===== src/rtl/pgw_pkg.sv =====
package pgw_pkg;

    typedef enum logic [1:0] {
        SQ_IDLE = 2'd0,
        SQ_SCAN = 2'd1,
        SQ_HOLD = 2'd2
    } seq_state_e;

    // Upper-half guard: blocks a page whose top address bit is set while protect is on
    function automatic logic half_guarded(input logic upper_half, input logic wp);
        return upper_half & wp;
    endfunction

    // Counter width able to hold values 0 .. lim-1
    function automatic int unsigned ctr_width(input int unsigned lim);
        return (lim < 2) ? 1 : $clog2(lim);
    endfunction

endpackage


===== src/rtl/pgw_page_latch.sv =====
module pgw_page_latch #(
    parameter int ADDR_W = 8,
    parameter int DATA_W = 8,
    parameter int PAGE_N = 8,
    localparam int OFF_W = $clog2(PAGE_N),
    localparam int PG_W  = ADDR_W - OFF_W
) (
    input  logic                          clk,
    input  logic                          rst,
    input  logic                          accept,
    input  logic                          addr_ld,
    input  logic [ADDR_W-1:0]             addr_val,
    input  logic                          byte_stb,
    input  logic [DATA_W-1:0]             byte_val,
    input  logic                          abort_pls,
    input  logic                          clr,
    output logic [PG_W-1:0]               page_base,
    output logic [PAGE_N-1:0]             slot_vld,
    output logic [PAGE_N-1:0][DATA_W-1:0] slot_dat
);

    logic [OFF_W-1:0] off_q;
    logic             take_addr;
    logic             take_byte;
    logic             flush;

    assign take_addr = accept & addr_ld;
    assign take_byte = accept & byte_stb & ~addr_ld;
    assign flush     = clr | (accept & abort_pls) | take_addr;

    always_ff @(posedge clk) begin
        if (rst) begin
            off_q     <= '0;
            page_base <= '0;
        end else if (take_addr) begin
            off_q     <= addr_val[OFF_W-1:0];
            page_base <= addr_val[ADDR_W-1:OFF_W];
        end else if (take_byte) begin
            off_q     <= off_q + 1'b1;
        end
    end

    for (genvar g = 0; g < PAGE_N; g++) begin : g_slot
        always_ff @(posedge clk) begin
            if (rst) begin
                slot_vld[g] <= 1'b0;
                slot_dat[g] <= '0;
            end else if (flush) begin
                slot_vld[g] <= 1'b0;
            end else if (take_byte && off_q == OFF_W'(g)) begin
                slot_vld[g] <= 1'b1;
                slot_dat[g] <= byte_val;
            end
        end
    end

endmodule


===== src/rtl/pgw_cycle_timer.sv =====
module pgw_cycle_timer #(
    parameter int unsigned WCYC_CLKS = 250000,
    localparam int unsigned CW = pgw_pkg::ctr_width(WCYC_CLKS)
) (
    input  logic clk,
    input  logic rst,
    input  logic load,
    output logic expired
);

    logic [CW-1:0] cnt_q;

    always_ff @(posedge clk) begin
        if (rst) begin
            cnt_q <= '0;
        end else if (load) begin
            cnt_q <= CW'(WCYC_CLKS - 1);
        end else if (cnt_q != '0) begin
            cnt_q <= cnt_q - 1'b1;
        end
    end

    assign expired = (cnt_q == '0);

endmodule


===== src/rtl/pgw_commit_seq.sv =====
module pgw_commit_seq #(
    parameter int PAGE_N = 8,
    parameter int PG_W   = 5,
    localparam int OFF_W = $clog2(PAGE_N)
) (
    input  logic                   clk,
    input  logic                   rst,
    input  logic                   stop_pls,
    input  logic                   wp_lvl,
    input  logic [PAGE_N-1:0]      slot_vld,
    input  logic [PG_W-1:0]        page_in,
    input  logic                   tmr_expired,
    output pgw_pkg::seq_state_e    state,
    output logic [OFF_W-1:0]       idx,
    output logic [PG_W-1:0]        page_q,
    output logic                   wp_q,
    output logic                   wr_en,
    output logic                   latch_clr,
    output logic                   tmr_load
);
    import pgw_pkg::*;

    logic go;
    logic last;

    assign go   = stop_pls & (|slot_vld) & ~half_guarded(page_in[PG_W-1], wp_lvl);
    assign last = (idx == OFF_W'(PAGE_N - 1));

    always_ff @(posedge clk) begin
        if (rst) begin
            state  <= SQ_IDLE;
            idx    <= '0;
            page_q <= '0;
            wp_q   <= 1'b0;
        end else begin
            unique case (state)
                SQ_IDLE: begin
                    if (stop_pls) begin
                        wp_q   <= wp_lvl;
                        page_q <= page_in;
                    end
                    if (go) begin
                        state <= SQ_SCAN;
                        idx   <= '0;
                    end
                end
                SQ_SCAN: begin
                    idx <= idx + 1'b1;
                    if (last) state <= SQ_HOLD;
                end
                SQ_HOLD: begin
                    if (tmr_expired) state <= SQ_IDLE;
                end
                default: state <= SQ_IDLE;
            endcase
        end
    end

    always_comb begin
        wr_en     = (state == SQ_SCAN) & slot_vld[idx];
        tmr_load  = (state == SQ_SCAN) & last;
        latch_clr = ((state == SQ_IDLE) & stop_pls & ~go) | tmr_load;
    end

endmodule


===== src/rtl/eeprom_page_writer.sv =====
module eeprom_page_writer #(
    parameter int          ADDR_W    = 8,
    parameter int          DATA_W    = 8,
    parameter int          PAGE_N    = 8,
    parameter int unsigned WCYC_CLKS = 250000
) (
    input  logic              clk,
    input  logic              rst,
    input  logic              addr_ld,
    input  logic [ADDR_W-1:0] addr_val,
    input  logic              byte_stb,
    input  logic [DATA_W-1:0] byte_val,
    input  logic              stop_pls,
    input  logic              abort_pls,
    input  logic              wp_lvl,
    output logic              mem_we,
    output logic [ADDR_W-1:0] mem_addr,
    output logic [DATA_W-1:0] mem_wdata,
    output logic              busy
);
    import pgw_pkg::*;

    localparam int OFF_W = $clog2(PAGE_N);
    localparam int PG_W  = ADDR_W - OFF_W;

    logic [PG_W-1:0]               page_base;
    logic [PAGE_N-1:0]             slot_vld;
    logic [PAGE_N-1:0][DATA_W-1:0] slot_dat;
    seq_state_e                    state;
    logic [OFF_W-1:0]              idx;
    logic [PG_W-1:0]               page_q;
    logic                          wp_q;
    logic                          latch_clr;
    logic                          tmr_load;
    logic                          tmr_expired;

    pgw_page_latch #(
        .ADDR_W (ADDR_W),
        .DATA_W (DATA_W),
        .PAGE_N (PAGE_N)
    ) u_latch (
        .clk       (clk),
        .rst       (rst),
        .accept    (~busy),
        .addr_ld   (addr_ld),
        .addr_val  (addr_val),
        .byte_stb  (byte_stb),
        .byte_val  (byte_val),
        .abort_pls (abort_pls),
        .clr       (latch_clr),
        .page_base (page_base),
        .slot_vld  (slot_vld),
        .slot_dat  (slot_dat)
    );

    pgw_commit_seq #(
        .PAGE_N (PAGE_N),
        .PG_W   (PG_W)
    ) u_seq (
        .clk         (clk),
        .rst         (rst),
        .stop_pls    (stop_pls & ~busy),
        .wp_lvl      (wp_lvl),
        .slot_vld    (slot_vld),
        .page_in     (page_base),
        .tmr_expired (tmr_expired),
        .state       (state),
        .idx         (idx),
        .page_q      (page_q),
        .wp_q        (wp_q),
        .wr_en       (mem_we),
        .latch_clr   (latch_clr),
        .tmr_load    (tmr_load)
    );

    pgw_cycle_timer #(
        .WCYC_CLKS (WCYC_CLKS)
    ) u_timer (
        .clk     (clk),
        .rst     (rst),
        .load    (tmr_load),
        .expired (tmr_expired)
    );

    assign busy      = (state != SQ_IDLE);
    assign mem_addr  = {page_q, idx};
    assign mem_wdata = slot_dat[idx];

endmodule


===== config.mk =====
export PLATFORM = sky130hd
export DESIGN_NAME = eeprom_page_writer
export DESIGN_NICKNAME = d
export VERILOG_FILES = /design/src/rtl/pgw_pkg.sv /design/src/rtl/pgw_page_latch.sv /design/src/rtl/pgw_cycle_timer.sv /design/src/rtl/pgw_commit_seq.sv /design/src/rtl/eeprom_page_writer.sv
export SDC_FILE = /design/constraint.sdc
export NUM_CORES = 1
export LEC_CHECK = 0
export BUFFER_PORTS_ARGS = -buffer_cell sky130_fd_sc_hd__buf_2
export CAP_MARGIN = 5
export CELL_PAD_IN_SITES_DETAIL_PLACEMENT = 1
export CELL_PAD_IN_SITES_GLOBAL_PLACEMENT = 1
export CORE_ASPECT_RATIO = 2
export CORE_MARGIN = 1.5
export CORE_UTILIZATION = 48
export DETAILED_ROUTE_END_ITERATION = 8
export GPL_TIMING_DRIVEN = 0
export PLACE_DENSITY_LB_ADDON = 0.12
export REMOVE_ABC_BUFFERS = 1
export SLEW_MARGIN = 5
export SYNTH_ARGS = -nofsm -noshare
export SYNTH_HDL_FRONTEND = slang
export SYNTH_SLANG_ARGS = --single-unit

===== constraint.sdc =====
create_clock -name clk -period 2.4 [get_ports clk]
set_clock_uncertainty 0.15 [all_clocks]
set_input_delay 0.12 -clock clk [delete_from_list [all_inputs] [get_ports clk]]
set_output_delay 0.12 -clock clk [all_outputs]
set_load 0.05 [all_outputs]

==> results of run 1 <==
## what timing repair did
item | in CTS | in global routing
hold endpoints to repair | 13 | 0
hold buffers | 9 | 0
pin swaps | 3 | 4
resized for setup | 7 | 0
endpoints found under the setup margin | 100 | 25
buffers inserted | 3 | 4
## final cells by class
cell class	count	area, sq um
multi-input cells	374	3080
clock inverters	6	62.6
well taps	140	175
flip-flops and latches	108	2170
fillers	1240	4730
clock buffers	10	239
repair buffers	58	458
inverters	9	33.8
## worst paths after layout
path	from	end	slack (ps)	cells after the start
max	u_seq.idx[0]$_SDFFE_PP0P_	u_latch.slot_dat[4]$_SDFFE_PP0P_	110	7
min	addr_val[0]	u_latch.off_q[0]$_SDFFE_PP0P_	50	4
max reg2reg	u_seq.idx[0]$_SDFFE_PP0P_	u_latch.slot_dat[4]$_SDFFE_PP0P_	110	7
min reg2reg	u_seq.page_q[4]$_SDFFE_PP0P_	u_seq.page_q[4]$_SDFFE_PP0P_	300	2
## power by group
part / leakage (nW) / internal (W) / switching (W)
logic: 1.61 / 0.000563 / 0.000902
clock network: 0.149 / 0.000766 / 0.000750
registers: 0.877 / 0.00194 / 0.000178
total: 2.63 / 0.00327 / 0.00183
## cells in the final DEF, fill, tap and decap left out, types with 3 or more instances in the layout
master / netlist / routed
nand2b_1: 77 / 77
a211oi_1: 3 / 3
o211ai_1: 3 / 3
nor4_1: 7 / 7
inv_6: 0 / 4
o2111ai_4: 7 / 7
mux4_2: 18 / 18
dfxtp_1: 108 / 105
buf_2: 6 / 39
a311oi_1: 4 / 4
a31oi_1: 4 / 4
a21o_1: 3 / 3
or4_1: 4 / 4
nor3b_1: 3 / 3
a21oi_1: 30 / 30
mux2_2: 8 / 8
nor3_1: 17 / 16
buf_12: 0 / 5
inv_1: 9 / 9
nand2_1: 40 / 40
mux2i_1: 70 / 70
ha_1: 10 / 10
o21ai_0: 5 / 5
nor2_1: 17 / 17
dlygate4sd3_1: 0 / 9
clkbuf_16: 0 / 9
or3_1: 12 / 12
## layer usage
layer  wire length [um]  track usage, %  vias to the layer above
met4                473            8.93                        0
li1                   -               -                     1951
met1               5360            24.8                     2043
met2               7830            46.0                       63
met3                260            3.22                       32
met5                  0               0                        -
## worst max-delay path: stages, from the launching register on
cell and delay, ps:
dfxtp_4 430, ha_1 220, ha_1 220, nand2b_1 200
o311ai_4 250, o2111a_2 380, buf_12 150, mux2i_1 200
## flip-flops by register name, indices dropped and copies added, names as in the netlist
register,count
u_timer.cnt_q,18
u_latch.off_q,3
u_seq.idx,3
u_latch.slot_vld,8
u_latch.slot_dat,64
u_seq.state,2
u_latch.page_base,5
u_seq.page_q,5
## through the flow
stage	worst slack [ps]	instance area, sq um	std cells
after floorplan	-449	5260	491
after global placement	-793	5640	671
after detailed placement	-883	5690	673
after CTS	9.06	6140	701
after global routing	21.7	6220	705
final	109	6220	705
## cell families (layout without fill, tap and decap cells)
kind of cell	Yosys count	after routing
adders and majority gates	10	10
buffers and inverters	44	83
AOI/OAI and AO/OA	72	72
DFF	108	108
muxes	96	96
and+or+nand+nor	196	196
==> results summary, run 1 <==
The run finished with clean final reports. The via count of the first global-routing pass came out at 4419. The xor and xnor area share after synthesis came out at 0%. Setup repair after global routing left no endpoint under its margin.

The detailed-route wire length came out at 13900 um. The most used flip-flop cell after synthesis is dfxtp_1. The core region is 10900 sq um. The antenna diode instance count is 0. The most frequently used cell type in the post-synthesis netlist is dfxtp_1.

The via count normalized by instance count is 5.80. The DRC violation count after routing is 0. Sorting the synthesized cells by area gives the leading types as dfxtp_1, mux2i_1, nand2b_1, mux4_2, o2111ai_4. The total of flip-flops plus latches after synthesis came out at 108.

The final core area utilization came out at 56.8%. The warning count from the yosys run is 0. The count of boundary I/O pins is 41.

The cell chosen for the clock root is clkbuf_16. The remaining global-route overflow is 0. The synthesized netlist occupies a cell area of 5420 sq um. The static leakage is 2.63 nW. Counting flops with a built-in enable in the synthesized netlist gives 0.

The worst hold slack after final layout is 47.5 ps. From synthesis to final layout, the design area changed by 14.7%. The first global-routing pass estimated 22200 um of wire. The overall routing resource usage is 23.7%.

dfxtp_1 takes more of the synthesized area than any other cell. The initial utilization of the core area, before any placement, comes to 49.5%. The top-area cell type share of the netlist area came out at 39.9%. The DRC violation total after the first TritonRoute iteration came out at 102. The number of standard cells after synthesis is 526.

The average size of a mapped cell came out at 10.3 sq um. The routed layout has 4089 vias. For the worst setup path, the data required time is 2530 ps. The critical path class is reg2reg.

The initial antenna violation count came to 0. The accumulated negative setup slack is 0 ps. By area, the combinational part of the netlist is dominated by multiplexers. The number of buffers inserted during clock tree synthesis came out at 9. The compound-cell area share of the yosys netlist is 11.4%. Entering global routing, the biggest net connects 109 pins.

The count of endpoints failing hold in the final timing report came out at 0. The detailed placer's ending HPWL came out at 9280 um. The number of unique standard cell types used by synthesis came out at 53. The number of antenna-violating nets in the routed design came out at 0.

The routability congestion estimate is 0.785. The number of clock sinks is 108. The post-route netlist has 20.4% of its cells at a drive strength greater than 1.

The maximum operating frequency came out at 0.437 GHz. Across the run, the number of max-cap violations was 0. After detailed routing, the average wire length per cell comes to 19.7 um. The level count of the clock H-tree came out at 3.

Input and output buffers added on the ports amount to 40. No sink is reached through more buffers than the 2 on the longest clock path. After synthesis, the most frequently instantiated cells are dfxtp_1, nand2b_1, mux2i_1. The iteration count of the initial detailed-routing pass came out at 4. The source-to-sink clock delay at the later pin of the worst-skew pair came out at 350 ps. The mux contribution to synthesized area is 22.1%.

Of all flip-flops after synthesis, the portion carrying an async set or reset was 0%. The worst setup path is launched from a register. The final number of max-transition violations is 0.

The worst-case vdd ir drop is 0.520 mV. The final period demand of the worst path is 2290 ps. The pin slew with the least headroom to its limit is 869 ps. The final net count came out at 593. The total power divided by cell area is 820 nW/um^2. The total design power is 0.00510 W. The total number of placement rows is 54. The post-synthesis sequential area ratio is 39.9%. The worst setup path is captured at a register. The floorplan step set the die height to 153 um. The type of the tightest min-delay check is in2reg.

TritonCTS built the clock tree. After Yosys synthesis, full adders, half adders and majority gates account for 2.31% of the synthesized area. The highest fanout seen on the critical path is 12. The post-synthesis share of cell area spent on and, or, nand and nor gates came out at 20.8%.

The worst path uses 95.5% of the clock period. Headroom to the max-slew limit came out at 41.9%. After clock tree synthesis, the clock-pin slew on the worst setup and hold paths is 80 ps. The horizontal extent of the die is 78.1 um. The critical path arrival is 2420 ps. The die footprint came out at 12000 sq um. Setup violations remaining at the end of the flow were counted as 0.
Power figures use the tool's default switching activity.
==> run 2: changes to the inputs <==
--- a/config.mk
+++ b/config.mk
@@ -14,7 +14,7 @@
 export CORE_UTILIZATION = 48
 export DETAILED_ROUTE_END_ITERATION = 8
 export GPL_TIMING_DRIVEN = 0
-export PLACE_DENSITY_LB_ADDON = 0.12
+export PLACE_DENSITY_LB_ADDON = 0.1
 export REMOVE_ABC_BUFFERS = 1
 export SLEW_MARGIN = 5
 export SYNTH_ARGS = -nofsm -noshare
==> run 2 against run 1 <==
Count of clock-buffer cells in the layout did not move. Sequential share of layout area fell by 0.64 points. Setup slack got worse by 13 ps. Utilization rose by 1.1 points. First-iteration DRC count rose by 32%. Combinational power rose by 3%. Register-to-register slack barely moved. Cell count rose by 1.6%. Highest routed layer unchanged. Via count rose by 2.4%.
==> results summary, run 2 (synthesized netlist as in run 1, its figures left out) <==
The overall routing resource usage is 24.9%. The pin slew with the least headroom to its limit is 917 ps. The horizontal extent of the die came out at 78.1 um. The number of flip-flops under the largest register name came out at 64. The register with the most flip-flops is u_latch.slot_dat.

The maximum buffer depth of the clock tree is 2. The DRC violation total after the first TritonRoute iteration is 135. The share of total power in the clock network came out at 29.3%. The source-to-sink clock delay at the later pin of the worst-skew pair came out at 360 ps. The critical path required time came out at 2530 ps. In the layout the commonest cells are dfxtp_1, nand2b_1, mux2i_1. The number of instances on the worst hold path is 3. The static leakage came out at 2.69 nW. The critical path starts at u_seq.idx[2]$_SDFFE_PP0P_. The number of clock sinks came out at 108. The clock-pin slew on the worst setup and hold paths came out at 80 ps. The share of total power dissipated in sequential elements is 41.4%. STA classifies the critical path endpoint as a register.

The initial utilization of the core area, before any placement, comes to 49.5%. The chip height is 153 um. The count of buffers inserted at the top-level ports is 40.

From synthesis to final layout, the design area changed by 16.9%. The core outline area came out at 10900 sq um. Setup violations remaining at the end of the flow were counted as 0. The level count of the clock H-tree is 3. The routability congestion estimate came out at 0.766. The detailed placer's ending HPWL is 9430 um. The portion of the clock cycle consumed by the worst path in the final layout came out at 96.0%.

The launch instance of the worst register-to-register path is u_seq.idx[2]$_SDFFE_PP0P_. The number of antenna-violating nets in the routed design is 0. The worst setup path is launched from a register.

The count of endpoints failing hold in the final timing report came out at 0. In this run the most critical hold path is launched from rst. The flow ran to the end, and the final reports show no timing, DRC or antenna violations.

The number of clock buffers added by TritonCTS is 9. The floorplan has 54 rows. The combinational cell fraction of total power came out at 29.3%. In this run switching power makes up 36.1% of total power. The internal power summed over all cells is 0.00326 W.

In the final layout, the registers with the most flip-flops are u_latch.slot_dat x64, u_timer.cnt_q x18, u_latch.slot_vld x8. The average wire per standard cell is 20.6 um. The final net count is 604. Counting I/O delays and the setup requirement, the final critical path takes 2300 ps. The power dissipated by switching net loads is 0.00184 W. The total design power came out at 0.00511 W. Counting cells, the worst reg-to-reg path comes to 5. The detailed-route wire length came out at 14700 um. The clock tree from TritonCTS is done. The via count of the first global-routing pass was 4407. The DRC violation count after routing came out at 0. The cell chosen for the clock root is clkbuf_16. The total power divided by cell area came out at 807 nW/um^2. The antenna diode instance count is 0. The setup path with the least slack is of type reg2reg. Entering global routing, the biggest net connects 103 pins. The type of the tightest min-delay check is in2reg. The maximum operating frequency is 0.434 GHz.

The proportion of layout cells with a drive suffix above 1 is 22.2%. The count of boundary I/O pins is 41. The highest fanout seen on the critical path came out at 15. The critical path arrival is 2430 ps.

The first global-routing pass estimated 23000 um of wire. The total overflow left after global routing is 0. The die footprint came out at 12000 sq um. The worst-case vdd ir drop came out at 0.547 mV. The initial antenna violation count came to 0.

On the final layout, the worst hold slack is 13.4 ps. The via count normalized by instance count is 5.85. The total of max-cap violations is 0. Leaving out fill and tap cells, the most frequent cell in the layout is dfxtp_1. The worst relative slew slack is 38.7%. The final number of max-transition violations was 0. The via count came out at 4186. The iteration count of the initial detailed-routing pass is 4.
[run 2: worst max-delay path, stage by stage (launching register included)]
cell,delay [ps]
dfxtp_2,620
ha_1,300
and3b_1,550
nor2_1,130
a32o_1,300
nor3_1,170
[run 2: area by class of cell]
| type | instances | area, sq um |
|---|---|---|
| flip-flops and latches | 108 | 2170 |
| inverters | 9 | 33.8 |
| clock buffers | 10 | 239 |
| clock inverters | 6 | 60.1 |
| well taps | 140 | 175 |
| multi-input cells | 374 | 3080 |
| repair buffers | 69 | 572 |
| fillers | 1216 | 4610 |
[run 2: metal layers]
metal,vias to the layer above,GRT usage [%],share of wire (%)
li1,1975,-,-
met1,2134,26.6,39
met2,56,48.8,57
met3,21,2.99,1.9
met4,0,8.42,2.1
met5,-,0,0
[run 2: stage by stage]
stage	TNS [ps]	std cells	setup WS, ps	utilization [%]	instance area (sq um)
2_1_floorplan	-27380	491	-449	-	5260
3_3_place_gp	-56840	671	-808	51.5	5640
3_5_place_dp	-59580	673	-831	51.9	5680
4_1_cts	0	701	1.87	56.1	6140
5_1_grt	-22.2	716	-22.2	57.9	6330
6_report	0	716	96.1	57.9	6330
[run 2: power by group through the flow]
stage | Clock, W | Combinational, W | Sequential [W]
final | 0.00150 | 0.00150 | 0.00212
after floorplan | 0 | 0.00106 | 0.00211
after detailed placement | 0 | 0.00144 | 0.00215
after global routing | 0.00158 | 0.00164 | 0.00214
after CTS | 0.00151 | 0.00148 | 0.00211
after global placement | 0 | 0.00137 | 0.00214
[run 2: timing repair]
item / 4_1_cts / 5_1_grt
resized for setup: 7 / 1
endpoints found under the hold margin: 8 / 0
buffers inserted: 4 / 15
hold buffers: 8 / 0
setup endpoints to repair: 100 / 61
pin swaps: 2 / 7
[run 2: worst paths after layout]
path,to,slack [ps]
max reg2reg,u_timer.cnt_q[3]$_SDFFE_PP0P_,100
min,u_latch.slot_dat[60]$_SDFFE_PP0P_,10
min reg2reg,u_seq.page_q[4]$_SDFFE_PP0P_,310
max,u_timer.cnt_q[3]$_SDFFE_PP0P_,100
==> run 3: changes to the inputs <==
--- a/config.mk
+++ b/config.mk
@@ -11,10 +11,10 @@
 export CELL_PAD_IN_SITES_GLOBAL_PLACEMENT = 1
 export CORE_ASPECT_RATIO = 2
 export CORE_MARGIN = 1.5
-export CORE_UTILIZATION = 48
+export CORE_UTILIZATION = 40
 export DETAILED_ROUTE_END_ITERATION = 8
 export GPL_TIMING_DRIVEN = 0
-export PLACE_DENSITY_LB_ADDON = 0.1
+export PLACE_DENSITY = 0.68
 export REMOVE_ABC_BUFFERS = 1
 export SLEW_MARGIN = 5
 export SYNTH_ARGS = -nofsm -noshare
==> run 3 against run 2 <==
The run now ends with design-rule violations left. Count of clock-buffer cells in the layout decreased by 1. Combinational power fell by 3%. Die area up 19%. Global-route usage decreased by 4.5 points. Critical path depth is 2 higher. Design area down 0.53%. Sequential power hardly changed. First-iteration DRC count is 24% lower. Wire length is 2.9% lower. Critical path type unchanged. Critical endpoint is now u_latch.slot_dat[1]$_SDFFE_PP0P_.
==> results summary, run 3 (synthesized netlist as in run 1, its figures left out) <==
Clock tree synthesis selected as its root buffer the cell clkbuf_16. The sort of element at the start of the critical path is a register. The count of endpoints failing hold in the final timing report was 0. The chip height is 168 um. Leaving out fill and tap cells, the most frequent cells in the layout are dfxtp_1, nand2b_1, mux2i_1. The most numerous cell type found on the critical path is ha_1.

The portion of the clock cycle consumed by the worst path in the final layout came out at 96.1%. The total of endpoints with negative setup slack in the final report came out at 0. The area added between synthesis and finish came out at 16.2%. The type of the tightest min-delay check is in2reg. The flow ran to the end, but the final reports show violations. Counting the fill cells in the layout gives 1491. In the final layout, the share of cells above drive strength 1 is 21.3%. The routability congestion estimate is 0.785. No sink is reached through more buffers than the 2 on the longest clock path.

The highest fanout seen on the critical path is 12. Setup repair after global routing could not meet its margin everywhere. The detailed router finished its first iteration with 103 violations.

The checks that failed: design-rule violations. The core outline area is 13400 sq um. The final period demand of the worst path is 2310 ps. The accumulated negative setup slack came out at 0 ps. The DRC violation count after routing came out at 1. The critical path class is reg2reg. The total power divided by cell area came out at 809 nW/um^2. The critical path arrival is 2440 ps. In the final layout, flip-flops and latches occupy 2170 sq um. The final number of max-transition violations was 0. The worst setup path is captured at a register. The via count of the first global-routing pass was 4367. The starting density of the core is 40.6%. In the global route stage, overall resource usage came out at 20.4%. The library cell used most frequently in the layout, excluding fill and tap cells, is dfxtp_1. The horizontal extent of the die is 85.3 um.

Walking the worst path, the cells encountered are ha_1 -> ha_1 -> nand2b_1 -> o311ai_4 -> o2111a_2 -> buf_12 -> mux2i_1. The via count is 4074. For this run, the post-layout net count is 598.

The iteration count of the initial detailed-routing pass is 6. Before CTS, the worst setup slack after placement is -835 ps. The source-to-sink clock delay at the later pin of the worst-skew pair is 350 ps. The antenna diode instance count came out at 0. The die covers 14300 sq um. The level count of the clock H-tree came out at 3. The detailed-route wire length is 14300 um. The total design power is 0.00509 W. The number of buffers inserted during clock tree synthesis is 9. The initial antenna violation count is 0.

The worst relative slew slack came out at 34.6%. The largest individual stage delay along the critical path comes from the cell dfxtp_4. The HPWL after detailed placement is 9530 um. After global routing the overflow that remains totals 0.

Timing would allow up to 0.433 GHz. The count of nets left with antenna violations once routing finished came out at 0. Summing all multi-input logic gate instances after layout gives 3080 sq um. The register with the most flip-flops in the layout has 64 of them. Summed over all cells, the static leakage comes to 2.67 nW. The largest registers in the layout are u_latch.slot_dat x64, u_timer.cnt_q x18, u_latch.slot_vld x8. The global-route wire length before repair is 22700 um.

In the final routed layout, each cell accounts on average for 19.7 um. After clock tree synthesis, the clock-pin slew on the worst setup and hold paths is 70 ps. The count of buffers inserted at the top-level ports came out at 40.

Entering global routing, the biggest net connects 76 pins. Once routing completed, OpenROAD measured the worst setup slack at 92.6 ps. The pin slew with the least headroom to its limit is 979 ps. TritonCTS built the clock tree. The total number of placement rows is 60. The worst-case vdd ir drop is 0.382 mV. The register with the most flip-flops is u_latch.slot_dat. The largest stage delay on the critical path came out at 440 ps. The via count normalized by instance count is 5.63. Across the run, the number of max-cap violations was 0.

Data on the critical path is required at its endpoint by 2530 ps. The number of clock sinks is 108. The count of boundary I/O pins came out at 41.
## run 3: cell types whose count changed in the layout (fill, tap and decap cells not counted), sizes merged
cell      delta
clkinvlp     -1
inv          +1
bufinv       +1
clkbuf       -1
clkinv       -1
buf          -6
## run 3: per-stage QoR
step	hold WS (ps)	utilization (%)	cells	area, sq um
3_5_place_dp	227	42.6	688	5700
2_1_floorplan	39.1	-	491	5260
4_1_cts	41.0	46.7	720	6240
3_3_place_gp	219	42.3	686	5660
6_report	49.9	47.1	724	6300
5_1_grt	59.7	47.1	724	6300
## run 3: what timing repair did
item                                   CTS  global route
endpoints found under the hold margin    8             0
hold buffers                             8             0
setup buffers                            9             4
gates resized for setup                  7             1
pin swaps                                4             4
gates cloned                             0             0
setup endpoints to repair              100            59
## run 3: final cells by class
cell class | count | share of cell area (%)
clock buffer | 9 | 3.58
clock inverter | 6 | 1.17
inverter | 9 | 0.536
multi-input combinational | 374 | 48.9
sequential | 108 | 34.5
tap | 155 | 3.08
timing repair buffer | 63 | 8.30
## run 3: worst paths after layout
path              cells after the start                    startpoint  slack [ps]                          endpoint
setup / recovery                      7     u_seq.idx[0]$_SDFFE_PP0P_          90  u_latch.slot_dat[1]$_SDFFE_PP0P_
hold / removal                        4                   addr_val[0]          50     u_latch.off_q[0]$_SDFFE_PP0P_
setup reg to reg                      7     u_seq.idx[0]$_SDFFE_PP0P_          90  u_latch.slot_dat[1]$_SDFFE_PP0P_
hold reg to reg                       2  u_seq.page_q[1]$_SDFFE_PP0P_         310      u_seq.page_q[1]$_SDFFE_PP0P_
## run 3: power breakdown
| part | switching [W] | leakage (nW) | internal, W |
|---|---|---|---|
| clock network | 0.000691 | 0.145 | 0.000819 |
| logic | 0.000899 | 1.65 | 0.000562 |
| registers | 0.000183 | 0.877 | 0.00194 |
## run 3: critical path: cells and delay by family, from the launching register on
kind	cells	cell delay (ps)
buf+inv	1	150
simple gates	1	190
mux	1	190
fa+ha+maj	2	470
flops	1	440
compound gates	2	630
## run 3: layer usage
| layer | track usage [%] | share of wire [%] | up-vias |
|---|---|---|---|
| met1 | 21.9 | 38 | 2022 |
| li1 | - | - | 1966 |
| met5 | 0 | 0 | - |
| met2 | 39.2 | 57 | 60 |
| met4 | 7.99 | 2.8 | 0 |
| met3 | 2.86 | 1.8 | 26 |
